[config.mk]
export PLATFORM = sky130hd
export DESIGN_NAME = merge_wbuf
export DESIGN_NICKNAME = d
export VERILOG_FILES = /design/src/rtl/merge_wbuf.sv
export SDC_FILE = /design/constraint.sdc
export NUM_CORES = 1
export LEC_CHECK = 0
export BUFFER_PORTS_ARGS = -buffer_cell sky130_fd_sc_hd__buf_2
export CORE_ASPECT_RATIO = 1.25
export CORE_MARGIN = 2
export CORE_UTILIZATION = 50
export CTS_BUF_LIST = sky130_fd_sc_hd__clkbuf_8
export DETAILED_ROUTE_END_ITERATION = 10
export MAX_ROUTING_LAYER = met4
export PLACE_DENSITY = 0.73
export SLEW_MARGIN = 30
export SYNTH_ARGS = -nofsm -noshare
export SYNTH_HDL_FRONTEND = slang
export SYNTH_SLANG_ARGS = --single-unit
[constraint.sdc]
create_clock -name clk -period 5.8 [get_ports clk]
set_input_delay 0.87 -clock clk [delete_from_list [all_inputs] [get_ports clk]]
set_output_delay 0.87 -clock clk [all_outputs]
set_load 0.01 [all_outputs]
[src/rtl/merge_wbuf.sv]
module merge_wbuf #(
  parameter int AW    = 8,
  parameter int WORDS = 4,
  parameter int WW    = 16,
  parameter int DEPTH = 4
) (
  input  logic                clk,
  input  logic                rst_n,
  input  logic                wr_valid,
  output logic                wr_ready,
  input  logic [AW-1:0]       wr_addr,
  input  logic [WORDS-1:0]    wr_mask,
  input  logic [WORDS*WW-1:0] wr_data,
  input  logic                rd_req,
  input  logic [AW-1:0]       rd_addr,
  output logic                rd_hit,
  output logic                rd_done,
  output logic [WORDS*WW-1:0] rd_data,
  output logic                mem_req,
  output logic                mem_we,
  output logic [AW-1:0]       mem_addr,
  output logic [WORDS-1:0]    mem_wmask,
  output logic [WORDS*WW-1:0] mem_wdata,
  input  logic                mem_ack,
  input  logic                mem_rvalid,
  input  logic [WORDS*WW-1:0] mem_rdata,
  output logic                buf_full,
  output logic                buf_empty
);
  localparam int PW = $clog2(DEPTH);
  localparam int CW = $clog2(DEPTH + 1);

  logic [DEPTH-1:0]    e_vld;
  logic [AW-1:0]       e_addr [DEPTH];
  logic [WORDS-1:0]    e_mask [DEPTH];
  logic [WORDS*WW-1:0] e_data [DEPTH];
  logic [PW-1:0]       head, tail, merge_idx;
  logic [CW-1:0]       cnt;
  logic                rd_busy;
  logic [DEPTH-1:0]    hit_vec, mv;

  assign buf_empty = (cnt == '0);
  assign buf_full  = (cnt == CW'(DEPTH));

  always_comb begin
    merge_idx = '0;
    for (int i = 0; i < DEPTH; i++) begin
      hit_vec[i] = e_vld[i] && (e_addr[i] == rd_addr);
      mv[i] = e_vld[i] && (e_addr[i] == wr_addr) && !(drain_offer && PW'(i) == head);
      if (mv[i]) merge_idx = PW'(i);
    end
  end

  logic rd_go, drain_offer, drain_fire, rd_fire, wr_fire, merge_hit, alloc;
  assign rd_hit      = rd_req && ((|hit_vec) || (wr_valid && wr_addr == rd_addr));
  assign rd_go       = rd_req && !rd_hit && !rd_busy;
  assign drain_offer = !rd_go && !buf_empty;
  assign mem_req     = rd_go || drain_offer;
  assign mem_we      = drain_offer;
  assign mem_addr    = rd_go ? rd_addr : e_addr[head];
  assign mem_wmask   = e_mask[head];
  assign mem_wdata   = e_data[head];
  assign drain_fire  = drain_offer && mem_ack;
  assign rd_fire     = rd_go && mem_ack;
  assign merge_hit   = |mv;
  assign wr_ready    = merge_hit || !buf_full;
  assign wr_fire     = wr_valid && wr_ready;
  assign alloc       = wr_fire && !merge_hit;
  assign rd_done     = rd_busy && mem_rvalid;
  assign rd_data     = mem_rdata;

  always_ff @(posedge clk) begin
    if (!rst_n) begin
      e_vld   <= '0;
      head    <= '0;
      tail    <= '0;
      cnt     <= '0;
      rd_busy <= 1'b0;
      for (int i = 0; i < DEPTH; i++) begin
        e_addr[i] <= '0;
        e_mask[i] <= '0;
        e_data[i] <= '0;
      end
    end else begin
      if (wr_fire && merge_hit) begin
        e_mask[merge_idx] <= e_mask[merge_idx] | wr_mask;
        for (int w = 0; w < WORDS; w++)
          if (wr_mask[w]) e_data[merge_idx][w*WW +: WW] <= wr_data[w*WW +: WW];
      end
      if (alloc) begin
        e_vld[tail]  <= 1'b1;
        e_addr[tail] <= wr_addr;
        e_mask[tail] <= wr_mask;
        e_data[tail] <= wr_data;
        tail <= (tail == PW'(DEPTH - 1)) ? '0 : tail + 1'b1;
      end
      if (drain_fire) begin
        e_vld[head] <= 1'b0;
        head <= (head == PW'(DEPTH - 1)) ? '0 : head + 1'b1;
      end
      cnt <= cnt + CW'(alloc) - CW'(drain_fire);
      if (rd_fire) rd_busy <= 1'b1;
      else if (mem_rvalid) rd_busy <= 1'b0;
    end
  end

  a_r10_flags_exclusive: assert property (@(posedge clk) disable iff (!rst_n)
    !(buf_full && buf_empty));
  a_r4_ready_with_room: assert property (@(posedge clk) disable iff (!rst_n)
    !buf_full |-> wr_ready);
  a_r7_no_read_on_match: assert property (@(posedge clk) disable iff (!rst_n)
    (mem_req && !mem_we) |-> (hit_vec == '0));
  a_r8_miss_read_first: assert property (@(posedge clk) disable iff (!rst_n)
    (rd_req && !rd_hit && !rd_busy) |-> (mem_req && !mem_we));
  a_r5_offer_stable: assert property (@(posedge clk) disable iff (!rst_n)
    (mem_req && mem_we && !mem_ack) |=>
      (!mem_we || ($stable(mem_addr) && $stable(mem_wmask) && $stable(mem_wdata))));
endmodule

==> results summary <==
The first-pass iteration count of the detailed router is 5. The wire length of the first global-routing pass is 58.5 mm. In this run the worst setup path begins at e_addr[3][1]. After synthesis the cells add up to 16,100 µm². The path type of the worst setup path is flop to flop. The flow ran to the end, and the final reports show no timing, DRC or antenna violations.

The total wire length after detailed routing came out at 38.5 mm. The final hold violation count came out at 0. The worst register-to-register path begins at e_addr[3][1]. The initial antenna violation count came out at 8. The total non-filler cell area in the finished layout came out at 17,800 µm².

By count the netlist is led by sky130_fd_sc_hd__edfxtp_1 (304), sky130_fd_sc_hd__and2_1 (179), sky130_fd_sc_hd__mux4_2 (76). Measured against its own limit, the worst slew margin works out to 0.409. In the final layout, the multi-input gates occupy 5750 µm².

The static leakage is 6.89 nW. The largest single stage delay on the critical path is 0.69 ns. The count of synthesis-stage warnings from yosys is 0. At the worst endpoint, the arrival time is 4.54 ns. The fraction of power consumed by the clock network is 0.277. The die is 205 µm tall. The setup TNS is 0 ns. At the end of the flow the core is filled with cells to 0.559. The count of buffer and inverter cells on the critical path is 0.

Broken down by cell family, the worst path's largest delay share belongs to simple AND/OR/NAND/NOR gates. The max-slew violation total from the final report is 0. The area growth from synthesis to layout is 10.4%. In the routed design, unresolved DRC markers number 0.

The instance count of the mapped netlist came out at 1,174. The analysis attributes to net switching a power of 1.80 mW. For this run, the register share of the synthesized area comes to 0.584. The flip-flop and latch area came out at 9420 µm². The number of sinks handled by clock tree synthesis came out at 318. The worst hold path begins at rd_busy. The pin count of the biggest net entering global routing is 50. The wire-length estimate of the detail-placed layout is 25.7 mm. The global-route total usage across every layer is 0.238. In this run, synthesis produced a sequential element count of 318. The maximum buffer depth of the clock tree came out at 3. The signal on the critical path passes through xor2_1 -> nor4_2 -> nand4_1 -> nor4_1 -> a21oi_1 -> and2_0 -> nand4_1 -> and4_4 -> nand2b_1. Yosys attributes the largest share of cell area to sky130_fd_sc_hd__edfxtp_1 (57%), sky130_fd_sc_hd__mux4_2 (11%), sky130_fd_sc_hd__and2_1 (7.0%). The proportion of total power due to net switching came out at 0.291. The I/O pin count is 301. The peak supply drop is 0.196 mV. The highest net fanout along the worst path came out at 16. The total power divided by cell area came out at 348 nW/µm². The average wire per standard cell is 22.2 µm.

The core footprint came out at 31,800 µm². The number of vias per cell is 5.71. For this configuration, the core starts out at a cell density of 0.506.

The standard-cell row count came out at 73. The post-synthesis net count came out at 1,339. Of all cell types, the one taking the most synthesized area is sky130_fd_sc_hd__edfxtp_1. The number of max-cap violations came out at 0. Gates resized during post-CTS repair numbered 0. The insertion delay to the later sink of the worst-skew pair is 0.58 ns. The chip width came out at 164 µm.

A synthesized cell averages 13.7 µm². After the last flow step, the layout net total stands at 1,448. The share of layout cells above drive strength 1 came out at 0.287. The overall via count from detail_route is 9,901. Once detail routing completed, the nets flagged for antenna violations numbered 0. The cell area reported after detailed placement is 16,900 µm². The number of enable flip-flop cells after synthesis came out at 304. The share of flip-flops with an asynchronous set or reset after synthesis came out at 0.

Post-CTS timing repair inserted 0 buffers for setup. STA puts the critical path data required time at 5.99 ns. The netlist uses 65 different library cells.

The sequential group share of total power came out at 0.499. The critical path's most frequent cell is sky130_fd_sc_hd__nand4_1. The predominant post-synthesis flop cell is sky130_fd_sc_hd__edfxtp_1. For the finished layout, the period the worst path requires is 4.35 ns. The final setup violation count came out at 0. The internal power summed over all cells is 4.39 mW. The clock tree root buffer cell is sky130_fd_sc_hd__clkbuf_8. The number of fillers in the final layout is 2,553.

CTS built an H-tree with a depth of 2. At the pin with the least slew margin, the transition time is 0.881 ns. The worst setup path is captured at a flop.

The worst clock skew is 0.0167 ns. The area fraction of the dominant cell type after synthesis came out at 0.567. The min-delay analysis places its worst path in the category flop to flop. Of the available clock period, the critical path in the final layout requires 0.749. Setup repair after global routing left no endpoint under its margin.

The violation count after the first detailed-route iteration is 798. The number of global-route vias before repair came out at 10,300. Clock-pin slew was measured on the worst setup and hold paths at 0.06 ns. The top achievable clock speed is 0.230 GHz.

The count of buffers inserted at the top-level ports is 172. The slowest stage of the critical path belongs to the cell sky130_fd_sc_hd__nand2b_1. For this run the aggregate overflow at the end of global routing stands at 0. The critical path startpoint category is a flop. The most common cell in the netlist is sky130_fd_sc_hd__edfxtp_1.

The hold-fix buffer count after cts is 0. The placer's final routability congestion estimate is 0.907. The floorplan step defined a die boundary enclosing 33,700 µm². The clock tree from TritonCTS is yes. The portion of total power attributed to combinational logic is 0.224. The number of buffers inserted during clock tree synthesis came out at 48.
[routing by layer]
metal	up-vias	part of all wire	global-route usage
li1	4472	-	-
met3	96	0.067	0.0443
met4	0	0.042	0.110
met2	425	0.51	0.394
met5	-	0	-
met1	4908	0.38	0.283
[area by class of cell]
type                    instances  area share
clock buffers                  49      0.0380
clock inverters                32      0.0103
repair buffers                203      0.0634
diodes                          8     0.00113
inverters                      21     0.00444
well taps                     412      0.0290
multi-input cells             691       0.324
flip-flops and latches        318       0.530
[cells by family after synthesis]
logic type	count (synthesis)	share of synthesized area
AOI/OAI and AO/OA	78	0.0332
xor gates and xnor gates	74	0.0407
adders and majority gates	11	0.00902
buffers and inverters	165	0.0614
DFF	318	0.584
muxes	92	0.117
and+or+nand+nor	436	0.154
[path summary, 6_finish.rpt]
check                       end  slack (ns)  cells after the start
setup reg to reg  e_data[2][53]        1.45                      9
hold / removal          rd_busy        0.56                      2
setup / recovery  e_data[2][53]        1.45                      9
hold reg to reg         rd_busy        0.56                      2
[state kept, by name (all words and copies together) (netlist names), named ones only]
register	cells
cnt	3
e_data	256
tail	2
e_vld	4
e_mask	16
head	2
e_addr	32
rd_busy	1
[placed cells by master, fill, tap and decap left out, drive strengths merged, types with 9 or more instances in the layout]
cell / count
a211oi: 12
xor2: 23
dfxtp: 14
clkinv: 22
mux4: 76
clkbuf: 49
nor3: 32
and2: 180
nor2: 65
edfxtp: 304
mux2: 9
nand4: 12
inv: 28
nand2: 44
xnor2: 51
a21oi: 30
and3: 70
ha: 10
buf: 203
[stage by stage]
stage | total power, mW | std cells | worst slack (ns) | hold WS (ns)
after floorplan | 4.03 | 1174 | 1.19 | 0.494
after global placement | 4.50 | 1644 | 1.05 | 0.528
after detailed placement | 4.53 | 1644 | 0.973 | 0.549
after CTS | 6.24 | 1725 | 1.53 | 0.554
after global routing | 6.46 | 1734 | 1.28 | 0.575
final | 6.19 | 1734 | 1.45 | 0.559
[power groups by stage]
stage	clock, mW	combinational (mW)	sequential (mW)
CTS	1.75	1.36	3.13
global placement	0	1.34	3.15
global route	1.84	1.50	3.13
floorplan	0	0.963	3.07
finish	1.71	1.39	3.09
detailed placement	0	1.36	3.17
[worst min-delay path, stage by stage (launching register included)]
cell,delay [ns]
sky130_fd_sc_hd__dfxtp_1,0.35
sky130_fd_sc_hd__a41oi_1,0.05
sky130_fd_sc_hd__nor3_1,0.11
No activity file was read; power rests on OpenSTA's default activity.
